### src/rtl/fms_pkg.sv
package fms_pkg;

  typedef enum logic {
    ST_SEARCH = 1'b0,
    ST_LOCK   = 1'b1
  } fms_state_e;

  // number of set bits in a window of up to 64 bits
  function automatic int unsigned ones64(input logic [63:0] v);
    int unsigned c;
    c = 0;
    for (int i = 0; i < 64; i++) begin
      c = c + int'(v[i]);
    end
    return c;
  endfunction

endpackage

### src/rtl/fms_window.sv
module fms_window #(
  parameter int              MARK_LEN = 8,
  parameter logic [MARK_LEN-1:0] MARK_PAT = 8'hA7,
  parameter int              TOL      = 0
) (
  input  logic clk,
  input  logic rst_n,
  input  logic bit_i,
  input  logic vld_i,
  output logic match_o
);
  import fms_pkg::*;

  logic [MARK_LEN-1:0] win;
  logic [63:0]         diff;

  generate
    if (MARK_LEN == 1) begin : g_one
      assign win = bit_i;
    end else begin : g_multi
      logic [MARK_LEN-2:0] hist_q;
      assign win = {hist_q, bit_i};
      always_ff @(posedge clk or negedge rst_n) begin
        if (!rst_n) begin
          hist_q <= '0;
        end else if (vld_i) begin
          hist_q <= win[MARK_LEN-2:0];
        end
      end
    end
  endgenerate

  always_comb begin
    diff = '0;
    diff[MARK_LEN-1:0] = win ^ MARK_PAT;
  end

  assign match_o = (ones64(diff) <= TOL);

endmodule

### src/rtl/fms_poscnt.sv
module fms_poscnt #(
  parameter int FRAME_BITS = 32,
  parameter int MARK_LEN   = 8,
  localparam int PW        = $clog2(FRAME_BITS)
) (
  input  logic          clk,
  input  logic          rst_n,
  input  logic          adv_i,
  input  logic          hold_i,
  output logic [PW-1:0] pos_o,
  output logic          at_chk_o
);

  logic [PW-1:0] pos_q, pos_d;

  always_comb begin
    pos_d = pos_q;
    if (adv_i && !hold_i) begin
      if (pos_q == PW'(FRAME_BITS-1)) pos_d = '0;
      else                            pos_d = pos_q + PW'(1);
    end
  end

  always_ff @(posedge clk or negedge rst_n) begin
    if (!rst_n) pos_q <= '0;
    else        pos_q <= pos_d;
  end

  assign pos_o    = pos_q;
  assign at_chk_o = (pos_q == PW'(MARK_LEN-1));

endmodule

### src/rtl/fms_ctrl.sv
module fms_ctrl #(
  parameter int TRIALS     = 4,
  parameter int ACCEPT     = 3,
  parameter int MISS_LIMIT = 2,
  localparam int TW        = $clog2(TRIALS+1),
  localparam int MW        = $clog2(MISS_LIMIT+1)
) (
  input  logic clk,
  input  logic rst_n,
  input  logic chk_i,
  input  logic match_i,
  output logic locked_o,
  output logic slip_o
);
  import fms_pkg::*;

  fms_state_e    st_q, st_d;
  logic [TW-1:0] trials_q, trials_d, hits_q, hits_d, t1, h1;
  logic [MW-1:0] miss_q, miss_d;

  always_comb begin
    st_d     = st_q;
    trials_d = trials_q;
    hits_d   = hits_q;
    miss_d   = miss_q;
    slip_o   = 1'b0;
    t1       = trials_q + TW'(1);
    h1       = hits_q + TW'(match_i);
    if (chk_i) begin
      case (st_q)
        ST_SEARCH: begin
          if (t1 == TW'(TRIALS)) begin
            trials_d = '0;
            hits_d   = '0;
            if (h1 >= TW'(ACCEPT)) begin
              st_d   = ST_LOCK;
              miss_d = '0;
            end else begin
              slip_o = 1'b1;
            end
          end else begin
            trials_d = t1;
            hits_d   = h1;
          end
        end
        default: begin
          if (match_i) begin
            miss_d = '0;
          end else if (miss_q + MW'(1) == MW'(MISS_LIMIT)) begin
            st_d     = ST_SEARCH;
            miss_d   = '0;
            trials_d = '0;
            hits_d   = '0;
          end else begin
            miss_d = miss_q + MW'(1);
          end
        end
      endcase
    end
  end

  always_ff @(posedge clk or negedge rst_n) begin
    if (!rst_n) begin
      st_q     <= ST_SEARCH;
      trials_q <= '0;
      hits_q   <= '0;
      miss_q   <= '0;
    end else begin
      st_q     <= st_d;
      trials_q <= trials_d;
      hits_q   <= hits_d;
      miss_q   <= miss_d;
    end
  end

  assign locked_o = (st_q == ST_LOCK);

endmodule

### src/rtl/fms_sync.sv
module fms_sync #(
  parameter int                  WORD_BITS   = 8,
  parameter int                  FRAME_WORDS = 4,
  parameter int                  MARK_LEN    = 8,
  parameter logic [MARK_LEN-1:0] MARK_PAT    = 8'hA7,
  parameter int                  TRIALS      = 4,
  parameter int                  ACCEPT      = 3,
  parameter int                  MISS_LIMIT  = 2,
  parameter int                  TOL         = 0,
  localparam int                 FRAME_BITS  = WORD_BITS*FRAME_WORDS,
  localparam int                 PW          = $clog2(FRAME_BITS)
) (
  input  logic          clk,
  input  logic          rst_n,
  input  logic          din,
  input  logic          din_vld,
  output logic          lock_o,
  output logic          frame_start_o,
  output logic          word_strobe_o,
  output logic [PW-1:0] bit_idx_o
);

  logic [1:0]    rsync_q;
  logic          rst_int_n;
  logic          match, at_chk, chk, slip, locked;
  logic [PW-1:0] pos;

  // asynchronous assert, synchronous release
  always_ff @(posedge clk or negedge rst_n) begin
    if (!rst_n) rsync_q <= 2'b00;
    else        rsync_q <= {rsync_q[0], 1'b1};
  end
  assign rst_int_n = rsync_q[1];

  fms_window #(
    .MARK_LEN (MARK_LEN),
    .MARK_PAT (MARK_PAT),
    .TOL      (TOL)
  ) u_win (
    .clk     (clk),
    .rst_n   (rst_int_n),
    .bit_i   (din),
    .vld_i   (din_vld),
    .match_o (match)
  );

  fms_poscnt #(
    .FRAME_BITS (FRAME_BITS),
    .MARK_LEN   (MARK_LEN)
  ) u_pos (
    .clk      (clk),
    .rst_n    (rst_int_n),
    .adv_i    (din_vld),
    .hold_i   (slip),
    .pos_o    (pos),
    .at_chk_o (at_chk)
  );

  assign chk = din_vld & at_chk;

  fms_ctrl #(
    .TRIALS     (TRIALS),
    .ACCEPT     (ACCEPT),
    .MISS_LIMIT (MISS_LIMIT)
  ) u_ctl (
    .clk      (clk),
    .rst_n    (rst_int_n),
    .chk_i    (chk),
    .match_i  (match),
    .locked_o (locked),
    .slip_o   (slip)
  );

  assign lock_o        = locked;
  assign frame_start_o = locked & din_vld & (pos == PW'(MARK_LEN));
  assign word_strobe_o = locked & din_vld &
                         ((pos % PW'(WORD_BITS)) == PW'(WORD_BITS-1));
  assign bit_idx_o     = locked ? pos : '0;

endmodule

### config.mk
export PLATFORM = sky130hd
export DESIGN_NAME = fms_sync
export DESIGN_NICKNAME = d
export VERILOG_FILES = /design/src/rtl/fms_pkg.sv /design/src/rtl/fms_window.sv /design/src/rtl/fms_poscnt.sv /design/src/rtl/fms_ctrl.sv /design/src/rtl/fms_sync.sv
export SDC_FILE = /design/constraint.sdc
export NUM_CORES = 1
export LEC_CHECK = 0
export BUFFER_PORTS_ARGS = -buffer_cell sky130_fd_sc_hd__buf_2
export CORE_MARGIN = 3
export CORE_UTILIZATION = 58
export DETAILED_ROUTE_END_ITERATION = 12
export GPL_ROUTABILITY_DRIVEN = 1
export GPL_TIMING_DRIVEN = 0
export PLACE_DENSITY = 0.78
export SLEW_MARGIN = 25
export SYNTH_ARGS = -nofsm -noshare
export SYNTH_HDL_FRONTEND = slang
export SYNTH_HIERARCHICAL = 1
export SYNTH_SLANG_ARGS = --single-unit
### constraint.sdc
create_clock -name clk -period 1.6 [get_ports clk]
set_clock_uncertainty 0.05 [all_clocks]
set_input_delay 0.16 -clock clk [delete_from_list [all_inputs] [get_ports clk]]
set_output_delay 0.16 -clock clk [all_outputs]
set_load 0.01 [all_outputs]
==> flow_metrics.env, run 1 <==
export IMPL_power_frac_clock_pct=13.5
export IMPL_power_density_nw_per_um2=1260
export IMPL_num_rows=16
export IMPL_core_area_sq_um=2080
export IMPL_dp_cells=158
export IMPL_synthDistinctLibCells=42
export IMPL_dieWidth_um=54.4
export IMPL_io_pins=12
export IMPL_slowest_delay_ns=0.57
export IMPL_drive_gt1_share_pct=33.6
export IMPL_layout_setup_ws_ns=-2.73
export IMPL_ir_drop_mv=0.798
export IMPL_clock_latency_ns=0.31
export IMPL_crit_type="flip-flop to flip-flop"
export IMPL_crit_buf_inv=2
export IMPL_grt_ovfl_total=0
export IMPL_grt_usage_pct=21.6
export IMPL_slew_headroom_pct=43.0
export IMPL_path_clk_slew_ns=0.13
export IMPL_end_kind="flip-flop"
export IMPL_crit_arrival_ns=4.51
export IMPL_combPwrFrac_pct=42.9
export IMPL_place_gp_congestion=0.707
export IMPL_grt_pass1_vias=986
export IMPL_status="complete, but fails checks"
export IMPL_synth_area_top_cells="dfrtp_1, ha_1, fa_1"
export IMPL_synth_seq_cells=23
export IMPL_cts_sinks=23
export IMPL_post_route_drc_count=0
export IMPL_hpwl_mm=1.89
export IMPL_yosys_warnings=6
export IMPL_syn_nets=138
export IMPL_critPathMostFrequentCell="fa_1"
export IMPL_drt_first_pass_iters=5
export IMPL_period_share_pct=271
export IMPL_drv_slew=0
export IMPL_cp_top_family="adder cells"
export IMPL_cts_tree="built"
export IMPL_final_net_count=159
export IMPL_yosysSeqAreaShare_pct=42.4
export IMPL_holdCritStartpoint="din"
export IMPL_synthSimpleGateAreaFrac_pct=20.8
export IMPL_n_antenna_cell=0
export IMPL_synth_top_family_by_area="simple AND/OR/NAND/NOR gates"
export IMPL_grt_max_degree=22
export IMPL_synth_adder_area_share_pct=15.1
export IMPL_rsz0062_at_grt="true"
export IMPL_cp_required_ns=1.78
export IMPL_synth_avg_cell_area_sq_um=11.3
export IMPL_synth_compound_area_share_pct=10.3
export IMPL_fmax_ghz=0.231
export IMPL_start_util_pct=65.3
export IMPL_crit_slowest_cell="fa_1"
export IMPL_fin_crit_ns=4.33
export IMPL_p_sw_uw=730
export IMPL_drt_iter0_markers=16
export IMPL_violations="negative setup slack"
export IMPL_yosys_top_cells_count="dfrtp_1, nand2_1, inv_1, ha_1, and2_1"
export IMPL_setup_tns_ns=-34.05
export IMPL_async_flop_share_pct=100
export IMPL_cts_htree_levels=1
export IMPL_wire_per_inst_um=15.7
export IMPL_clockBufferDepth=2
export IMPL_hold_class="input pin to flip-flop"
export IMPL_antenna_found_initial=0
export IMPL_synth_ff_type="dfrtp_1"
export IMPL_ff_latch_area_sq_um=578
export IMPL_fillers=129
export IMPL_synth_top_area_share_pct=42.4
export IMPL_reg2reg_from="u_win/g_multi.hist_q[0]"
export IMPL_crit_path_start_kind="flip-flop"
export IMPL_avgViaCountPerCell=5.84
export IMPL_cts_root_buffer="clkbuf_4"
export IMPL_setup_viol=15
export IMPL_synth_edf_count=0
export IMPL_critical_path_startpoint="u_win/g_multi.hist_q[0]"
export IMPL_switching_share_pct=36.3
export IMPL_syn_area_sq_um=1360
export IMPL_internal_power_uw=1280
export IMPL_worst_path_max_fanout=5
export IMPL_multi_input_area_sq_um=800
export IMPL_dieHeight_um=54.4
export IMPL_synth_most_common_cell="dfrtp_1"
export IMPL_synthXorXnorAreaFrac_pct=0.645
export IMPL_synth_area_mux_share_pct=6.26
export IMPL_area_delta_synth_final_pct=17.0
export IMPL_finalWirelength_mm=2.63
export IMPL_port_buffers=11
export IMPL_cts_buffers=3
export IMPL_syn_inst=120
export IMPL_drv_cap=0
export IMPL_synth_largest_area_cell="dfrtp_1"
export IMPL_stdcell_count=167
export IMPL_worst_pin_slew_ns=0.855
export IMPL_leakage_uw=0.000773
export IMPL_dieArea_sq_um=2960
export IMPL_antenna_left=0
export IMPL_pwr_share_seq_pct=43.7
export IMPL_vias=976
export IMPL_crit_chain="inv_2, fa_1, ha_4, fa_1, fa_2, inv_2, fa_1, nor4bb_1, a41o_1, ha_2, ha_4, xnor2_2, nand2_2, nor3_2, nand2b_4, or2_4, o31ai_4"
export IMPL_grt_pass1_wl_mm=4.54
export IMPL_hold_violations=0
layout by cell type, fill, tap and decap left out, drive strengths merged, types with 2 or more instances in the layout:
| master | netlist | final |
|---|---|---|
| nor2 | 2 | 2 |
| mux2 | 6 | 6 |
| inv | 11 | 11 |
| nand2b | 2 | 2 |
| a31oi | 2 | 2 |
| nor4bb | 4 | 4 |
| nor3b | 2 | 2 |
| nand3 | 2 | 2 |
| nor2b | 2 | 2 |
| o21ai | 8 | 8 |
| ha | 10 | 10 |
| clkbuf | 0 | 4 |
| dfrtp | 23 | 23 |
| and2 | 6 | 6 |
| nor3 | 2 | 2 |
| a21o | 3 | 3 |
| buf | 2 | 17 |
| fa | 4 | 4 |
| nand2 | 12 | 12 |
metrics by stage:
stage                     hold WS (ns)  setup WS, ns  util (%)  power, uW  instance area (sq um)
after detailed placement        -0.105         -2.86      71.6       1660                   1490
after global routing            0.0243         -2.86      76.4       2180                   1590
after CTS                       0.0141         -2.72      75.4       2000                   1570
final                           0.0239         -2.73      76.4       2010                   1590
after global placement          -0.105         -2.68      71.6       1570                   1490
after floorplan                 -0.186         -2.54         -       1460                   1400
layer usage:
layer  wire [um]  share of wire (%)  vias to the layer above  track usage (%)
li1            -                  -                      466                -
met1        1120                 43                      475             25.2
met2        1360                 52                       31             39.8
met3         124                4.7                        4             5.99
met4          20               0.76                        0             3.32
met5           0                  0                        -                0
tightest hold or removal path, stage by stage:
cell and delay, ns:
buf_2 0.09, nand2_1 0.05, o21ai_0 0.06
registers in the layout, summed over array words and instances, names as in the netlist:
signal                count
u_ctl/trials_q            3
u_ctl/hits_q              3
u_pos/pos_o               5
u_ctl/miss_q              2
u_ctl/locked_o            1
rsync_q                   2
u_win/g_multi.hist_q      7
cell type report:
cell class	instances	area share, %
Inverter	11	2.60
Buffer	2	1.02
Clock buffer	4	1.65
Tap cell	27	2.12
Sequential cell	23	36.3
Multi-Input combinational cell	84	50.3
Timing Repair Buffer	16	5.98
final timing paths:
check	cells after the start	slack (ns)	to
min in group asynchronous	2	0.09	rsync_q[1]
setup / recovery	17	-2.73	u_pos/pos_o[3]
max in group asynchronous	0	0.61	u_pos/pos_o[1]
hold / removal	3	0.02	u_win/g_multi.hist_q[0]
setup reg to reg	17	-2.73	u_pos/pos_o[3]
hold reg to reg	0	0.31	u_win/g_multi.hist_q[4]
power groups by stage:
stage | Combinational (uW) | Clock, uW | Sequential [uW]
final | 861 | 271 | 877
after global routing | 979 | 299 | 904
after CTS | 847 | 281 | 873
after detailed placement | 785 | 0 | 879
after global placement | 709 | 0 | 866
after floorplan | 623 | 0 | 832
kinds of logic after synthesis:
family          Yosys count
buf+inv                  13
compound gates           20
mux                       7
xor+xnor                  1
simple gates             41
other cells               1
flops                    23
fa+ha+maj                14
what timing repair did:
action                                  in CTS  in global routing
hold buffers                                 1                  0
setup buffers                                4                  0
gates resized for setup                      2                  4
hold endpoints to repair                     2                  0
gates cloned                                 0                  0
endpoints found under the setup margin      15                 15
pin swaps                                   14                  3
Power figures use the tool's default switching activity.
==> run 2, diff against run 1 <==
--- a/config.mk
+++ b/config.mk
@@ -6,12 +6,14 @@
 export NUM_CORES = 1
 export LEC_CHECK = 0
 export BUFFER_PORTS_ARGS = -buffer_cell sky130_fd_sc_hd__buf_2
+export CELL_PAD_IN_SITES_DETAIL_PLACEMENT = 1
+export CELL_PAD_IN_SITES_GLOBAL_PLACEMENT = 2
 export CORE_MARGIN = 3
-export CORE_UTILIZATION = 58
+export CORE_UTILIZATION = 39
 export DETAILED_ROUTE_END_ITERATION = 12
 export GPL_ROUTABILITY_DRIVEN = 1
 export GPL_TIMING_DRIVEN = 0
-export PLACE_DENSITY = 0.78
+export PLACE_DENSITY_LB_ADDON = 0.1
 export SLEW_MARGIN = 25
 export SYNTH_ARGS = -nofsm -noshare
 export SYNTH_HDL_FRONTEND = slang
==> run 2 against run 1 <==
Effect of this change:
- the flow still finishes with violations (negative setup slack)
- clock power about the same
- count of clock-buffer cells in the layout unchanged
- global-route usage fell by 6.5 points
- power rose by 1.6%
- final cell count rose by 12%
==> flow_metrics.env, run 2 (same netlist as run 1, synthesis figures left out) <==
export IMPL_cts_htree_levels=1
export IMPL_worst_pin_slew_ns=0.894
export IMPL_slew_headroom_pct=40.4
export IMPL_crit_type="flip-flop to flip-flop"
export IMPL_stdcell_count=187
export IMPL_antenna_left=0
export IMPL_grt_pass1_wl_mm=4.89
export IMPL_violations="negative setup slack"
export IMPL_n_antenna_cell=0
export IMPL_final_common_cell="dfrtp_1"
export IMPL_place_area_sq_um=1510
export IMPL_leakage_uw=0.000785
export IMPL_slowest_delay_ns=0.56
export IMPL_hpwl_mm=1.99
export IMPL_reg2reg_from="u_win/g_multi.hist_q[0]"
export IMPL_status="complete, but fails checks"
export IMPL_avgViaCountPerCell=5.17
export IMPL_finalWirelength_mm=2.74
export IMPL_crit_arrival_ns=4.47
export IMPL_area_delta_synth_final_pct=21.9
export IMPL_drt_iter0_markers=44
export IMPL_grt_usage_pct=15.1
export IMPL_cts_root_buffer="clkbuf_4"
export IMPL_r2r_slack_ns=-2.68
export IMPL_core_area_sq_um=3180
export IMPL_fin_crit_ns=4.28
export IMPL_cts_sinks=23
export IMPL_post_route_drc_count=0
export IMPL_grt_pass1_vias=1069
export IMPL_hold_class="input pin to flip-flop"
export IMPL_io_pins=12
export IMPL_dieWidth_um=65.0
export IMPL_end_kind="flip-flop"
export IMPL_largest_reg_flops=7
export IMPL_dp_slack_ns=-2.79
export IMPL_cts_buffers=3
export IMPL_wire_per_inst_um=14.7
export IMPL_fillers=358
export IMPL_port_buffers=11
export IMPL_drv_slew=0
export IMPL_vias=966
export IMPL_cp_required_ns=1.78
export IMPL_start_util_pct=42.8
export IMPL_antenna_found_initial=0
export IMPL_layout_common_cells="dfrtp_1, buf_2, nand2_1"
export IMPL_critical_path_startpoint="u_win/g_multi.hist_q[0]"
export IMPL_rsz0062_at_grt="true"
export IMPL_grt_max_degree=22
export IMPL_clock_latency_ns=0.31
export IMPL_fmax_ghz=0.234
export IMPL_regMostFlops="u_win/g_multi.hist_q"
export IMPL_setup_tns_ns=-34.61
export IMPL_place_gp_congestion=0.765
export IMPL_cts_tree="built"
export IMPL_timing_hold_ws_ns=0.0394
export IMPL_final_net_count=162
export IMPL_clockBufferDepth=2
export IMPL_period_share_pct=268
export IMPL_worst_path_max_fanout=6
export IMPL_dp_cells=175
export IMPL_path_clk_slew_ns=0.13
export IMPL_grt_ovfl_total=0
export IMPL_crit_path_start_kind="flip-flop"
export IMPL_hold_violations=0
export IMPL_crit_slowest_cell="fa_1"
export IMPL_drv_cap=0
export IMPL_dieHeight_um=65.0
export IMPL_crit_buf_inv=2
export IMPL_setup_viol=15
export IMPL_crit_chain="inv_2, fa_1, ha_4, fa_1, fa_2, inv_2, fa_1, nor4bb_1, a41o_1, ha_4, ha_4, xnor2_4, nand2_2, nor3_2, nand2b_4, or2_4, o31ai_2"
export IMPL_layout_setup_ws_ns=-2.68
export IMPL_ir_drop_mv=0.659
export IMPL_drive_gt1_share_pct=35.7
export IMPL_holdCritStartpoint="din"
export IMPL_cp_top_family="adder cells"
export IMPL_power_density_nw_per_um2=1230
export IMPL_fin_area_sq_um=1660
export IMPL_num_rows=20
export IMPL_drt_first_pass_iters=4
export IMPL_dieArea_sq_um=4230
run 2: routing by layer:
metal	track usage [%]	wire [um]
met1	18.2	1200
met2	26.8	1410
met3	2.77	94
met4	5.44	40
met5	0	0
run 2: layout make-up:
class	count	area, sq um	area share (%)
Inverter	11	41.3	2.49
Sequential cell	23	578	34.9
Multi-Input combinational cell	84	822	49.6
Clock buffer	4	26.3	1.59
Timing Repair Buffer	19	118	7.10
Buffer	2	16.3	0.982
Tap cell	44	55.1	3.32
run 2: path summary, 6_finish.rpt:
kind                                      endpoint  depth (start not counted)
hold reg to reg                    u_ctl/hits_q[1]                          0
min in group asynchronous               rsync_q[1]                          2
max in group asynchronous           u_pos/pos_o[1]                          0
setup / recovery                    u_pos/pos_o[3]                         17
setup reg to reg                    u_pos/pos_o[3]                         17
hold / removal             u_win/g_multi.hist_q[0]                          3
run 2: worst min-delay path: cells and delay by family:
kind | cells | cell delay, ns
AO/OA/AOI/OAI | 1 | 0.07
buffers and inverters | 1 | 0.09
AND/OR/NAND/NOR | 1 | 0.05
run 2: timing repair:
item | CTS | global route
gates resized for setup | 2 | 5
pin swaps | 9 | 6
endpoints found under the setup margin | 15 | 15
buffers inserted | 4 | 3
hold buffers | 1 | 0
hold endpoints to repair | 2 | 0
run 2: power breakdown:
group	leakage [uW]	total (uW)	internal (uW)	switching (uW)
clock	0.0000150	270	97.3	173
sequential	0.000287	877	710	167
combinational	0.000483	894	508	386
total	0.000785	2040	1310	726
run 2: per-stage QoR:
stage | util, % | total power [uW]
floorplan | - | 1460
global placement | 47.6 | 1590
detailed placement | 47.6 | 1650
CTS | 49.7 | 1970
global route | 52.1 | 2240
finish | 52.1 | 2040
==> run 3, diff against run 2 <==
--- a/config.mk
+++ b/config.mk
@@ -5,15 +5,17 @@
 export SDC_FILE = /design/constraint.sdc
 export NUM_CORES = 1
 export LEC_CHECK = 0
+export ABC_AREA = 1
 export BUFFER_PORTS_ARGS = -buffer_cell sky130_fd_sc_hd__buf_2
 export CELL_PAD_IN_SITES_DETAIL_PLACEMENT = 1
 export CELL_PAD_IN_SITES_GLOBAL_PLACEMENT = 2
 export CORE_MARGIN = 3
-export CORE_UTILIZATION = 39
+export CORE_UTILIZATION = 31
 export DETAILED_ROUTE_END_ITERATION = 12
 export GPL_ROUTABILITY_DRIVEN = 1
 export GPL_TIMING_DRIVEN = 0
 export PLACE_DENSITY_LB_ADDON = 0.1
+export REMOVE_ABC_BUFFERS = 1
 export SLEW_MARGIN = 25
 export SYNTH_ARGS = -nofsm -noshare
 export SYNTH_HDL_FRONTEND = slang
==> constraint.sdc (replaced) <==
create_clock -name clk -period 3.5 [get_ports clk]
set_clock_uncertainty 0.05 [all_clocks]
set_input_delay 0.35 -clock clk [delete_from_list [all_inputs] [get_ports clk]]
set_output_delay 0.35 -clock clk [all_outputs]
set_load 0.01 [all_outputs]
==> run 3 against run 2 <==
Effect of this change:
- final cell count is 33% higher
- largest power group unchanged
- the run still ends with negative setup slack left
- global-route usage shrank 2.1 points
- highest routed layer unchanged
- critical path depth rose by 3
==> flow_metrics.env, run 3 <==
export IMPL_setup_viol=12
export IMPL_syn_area_sq_um=1390
export IMPL_period_share_pct=113
export IMPL_synth_largest_area_cell="dfrtp_1"
export IMPL_dieWidth_um=73.0
export IMPL_cts_sinks=23
export IMPL_fin_crit_ns=3.96
export IMPL_cp_required_ns=3.61
export IMPL_largest_reg_flops=7
export IMPL_clockBufferDepth=2
export IMPL_async_flop_share_pct=100
export IMPL_crit_arrival_ns=4.07
export IMPL_r2r_cells=20
export IMPL_grt_max_degree=22
export IMPL_hold_violations=0
export IMPL_yosys_top_cells_count="nand2_1, inv_1, dfrtp_1, nor2_1"
export IMPL_drv_slew=0
export IMPL_worst_path_max_fanout=4
export IMPL_crit_buf_inv=4
export IMPL_place_area_sq_um=1500
export IMPL_regMostFlops="u_win/g_multi.hist_q"
export IMPL_grt_usage_pct=13.1
export IMPL_crit_type="flip-flop to flip-flop"
export IMPL_yosysSeqAreaShare_pct=41.4
export IMPL_ir_drop_mv=0.219
export IMPL_synth_ff_type="dfrtp_1"
export IMPL_place_gp_congestion=0.793
export IMPL_crit_path_start_kind="flip-flop"
export IMPL_hpwl_mm=2.33
export IMPL_power_uw=1150
export IMPL_slew_headroom_pct=39.0
export IMPL_grt_pass1_wl_mm=5.50
export IMPL_antenna_found_initial=0
export IMPL_end_kind="flip-flop"
export IMPL_dieArea_sq_um=5330
export IMPL_core_area_sq_um=4170
export IMPL_drt_first_pass_iters=4
export IMPL_grt_ovfl_total=0
export IMPL_violations="negative setup slack"
export IMPL_cp_top_family="adder cells"
export IMPL_area_delta_synth_final_pct=25.7
export IMPL_io_pins=12
export IMPL_synth_seq_cells=23
export IMPL_grt_pass1_vias=1222
export IMPL_slowest_delay_ns=0.56
export IMPL_cts_tree="built"
export IMPL_wire_per_inst_um=12.7
export IMPL_status="complete, but fails checks"
export IMPL_cts_root_buffer="clkbuf_8"
export IMPL_vias=1149
export IMPL_synth_area_top_cells="dfrtp_1, nand2_1, ha_1"
export IMPL_final_net_count=217
export IMPL_fin_util_pct=41.9
export IMPL_cts_buffers=3
export IMPL_synth_top_area_share_pct=41.4
export IMPL_start_util_pct=33.3
export IMPL_clock_latency_ns=0.27
export IMPL_worst_pin_slew_ns=0.915
export IMPL_syn_inst=176
export IMPL_avgViaCountPerCell=4.63
export IMPL_n_antenna_cell=0
export IMPL_layout_common_cells="nand2_1, inv_1, dfrtp_1"
export IMPL_post_route_drc_count=0
export IMPL_hold_class="input pin to flip-flop"
export IMPL_crit_chain="fa_1, ha_4, fa_1, fa_2, inv_2, fa_1, inv_1, nor2_1, nand2_1, a21oi_4, ha_4, ha_4, nand2_4, nand3_2, nor3_2, inv_1, nand2_4, nor2_1, o21ai_1, inv_1"
export IMPL_final_common_cell="nand2_1"
export IMPL_num_rows=23
export IMPL_layout_setup_ws_ns=-0.461
export IMPL_antenna_left=0
export IMPL_synth_most_common_cell="nand2_1"
export IMPL_rsz0062_at_grt="true"
export IMPL_drv_cap=0
export IMPL_dieHeight_um=73.0
export IMPL_yosys_warnings=6
export IMPL_crit_slowest_cell="fa_1"
export IMPL_path_clk_slew_ns=0.08
export IMPL_fmax_ghz=0.252
export IMPL_power_density_nw_per_um2=660
export IMPL_finalWirelength_mm=3.15
export IMPL_drt_iter0_markers=36
export IMPL_drive_gt1_share_pct=30.3
export IMPL_cts_htree_levels=1
export IMPL_cp_depth=20
export IMPL_synth_avg_cell_area_sq_um=7.91
export IMPL_port_buffers=11
export IMPL_setup_tns_ns=-3.60
export IMPL_fin_area_sq_um=1750
export IMPL_synth_edf_count=0
export IMPL_leakage_uw=0.000912
export IMPL_timing_hold_ws_ns=0.279
export IMPL_synthDistinctLibCells=22
export IMPL_min_path_cells=3
[run 3: logic make-up after synthesis]
family,synth area share (%)
fa+ha+maj,14.7
flops,41.4
compound gates,6.21
simple gates,26.9
buf+inv,10.5
other cells,0.270
[run 3: metrics by stage]
| step | setup slack [ns] | std cells |
|---|---|---|
| finish | -0.461 | 248 |
| global route | -0.660 | 248 |
| CTS | -0.570 | 246 |
| detailed placement | -1.01 | 236 |
| global placement | -0.902 | 236 |
| floorplan | -0.435 | 175 |
[run 3: layout make-up]
type,count,area [sq um]
multi-input cells,116,798
clock buffers,4,45.0
well taps,50,62.6
fillers,512,2420
flip-flops and latches,23,576
repair buffers,19,125
inverters,36,143
[run 3: power breakdown]
part | total (uW) | switching (uW) | internal [uW]
clock network | 170 | 88.3 | 81.3
logic | 549 | 300 | 248
registers | 435 | 102 | 334
total | 1150 | 491 | 663
[run 3: repair_timing]
item / CTS / global route
pin swaps: 4 / 4
hold endpoints to repair: 2 / 0
endpoints found under the setup margin: 14 / 14
resized for setup: 23 / 15
buffers inserted: 6 / 3
hold buffers: 1 / 0
[run 3: worst paths after layout]
kind / to / from / slack (ns)
worst max register to register: u_pos/pos_o[2] / u_win/g_multi.hist_q[2] / -0.46
worst min-delay path: u_win/g_multi.hist_q[0] / din / 0.28
worst max-delay path: u_pos/pos_o[2] / u_win/g_multi.hist_q[2] / -0.46
worst min register to register: rsync_q[1] / rsync_q[0] / 0.31
min in group asynchronous: u_win/g_multi.hist_q[5] / rsync_q[1] / 0.33
max in group asynchronous: u_pos/pos_o[0] / rsync_q[1] / 2.51
[run 3: routing by layer]
| layer | global-route usage, % | vias up | part of all wire [%] |
|---|---|---|---|
| met5 | 0 | - | 0 |
| li1 | - | 578 | - |
| met1 | 16.9 | 559 | 49 |
| met2 | 22.3 | 10 | 49 |
| met4 | 3.69 | 0 | 0.60 |
| met3 | 2.07 | 2 | 2.2 |
[run 3: worst min-delay path, cell delays in order]
cell	delay (ns)
buf_2	0.09
nand2_1	0.04
o21ai_0	0.07
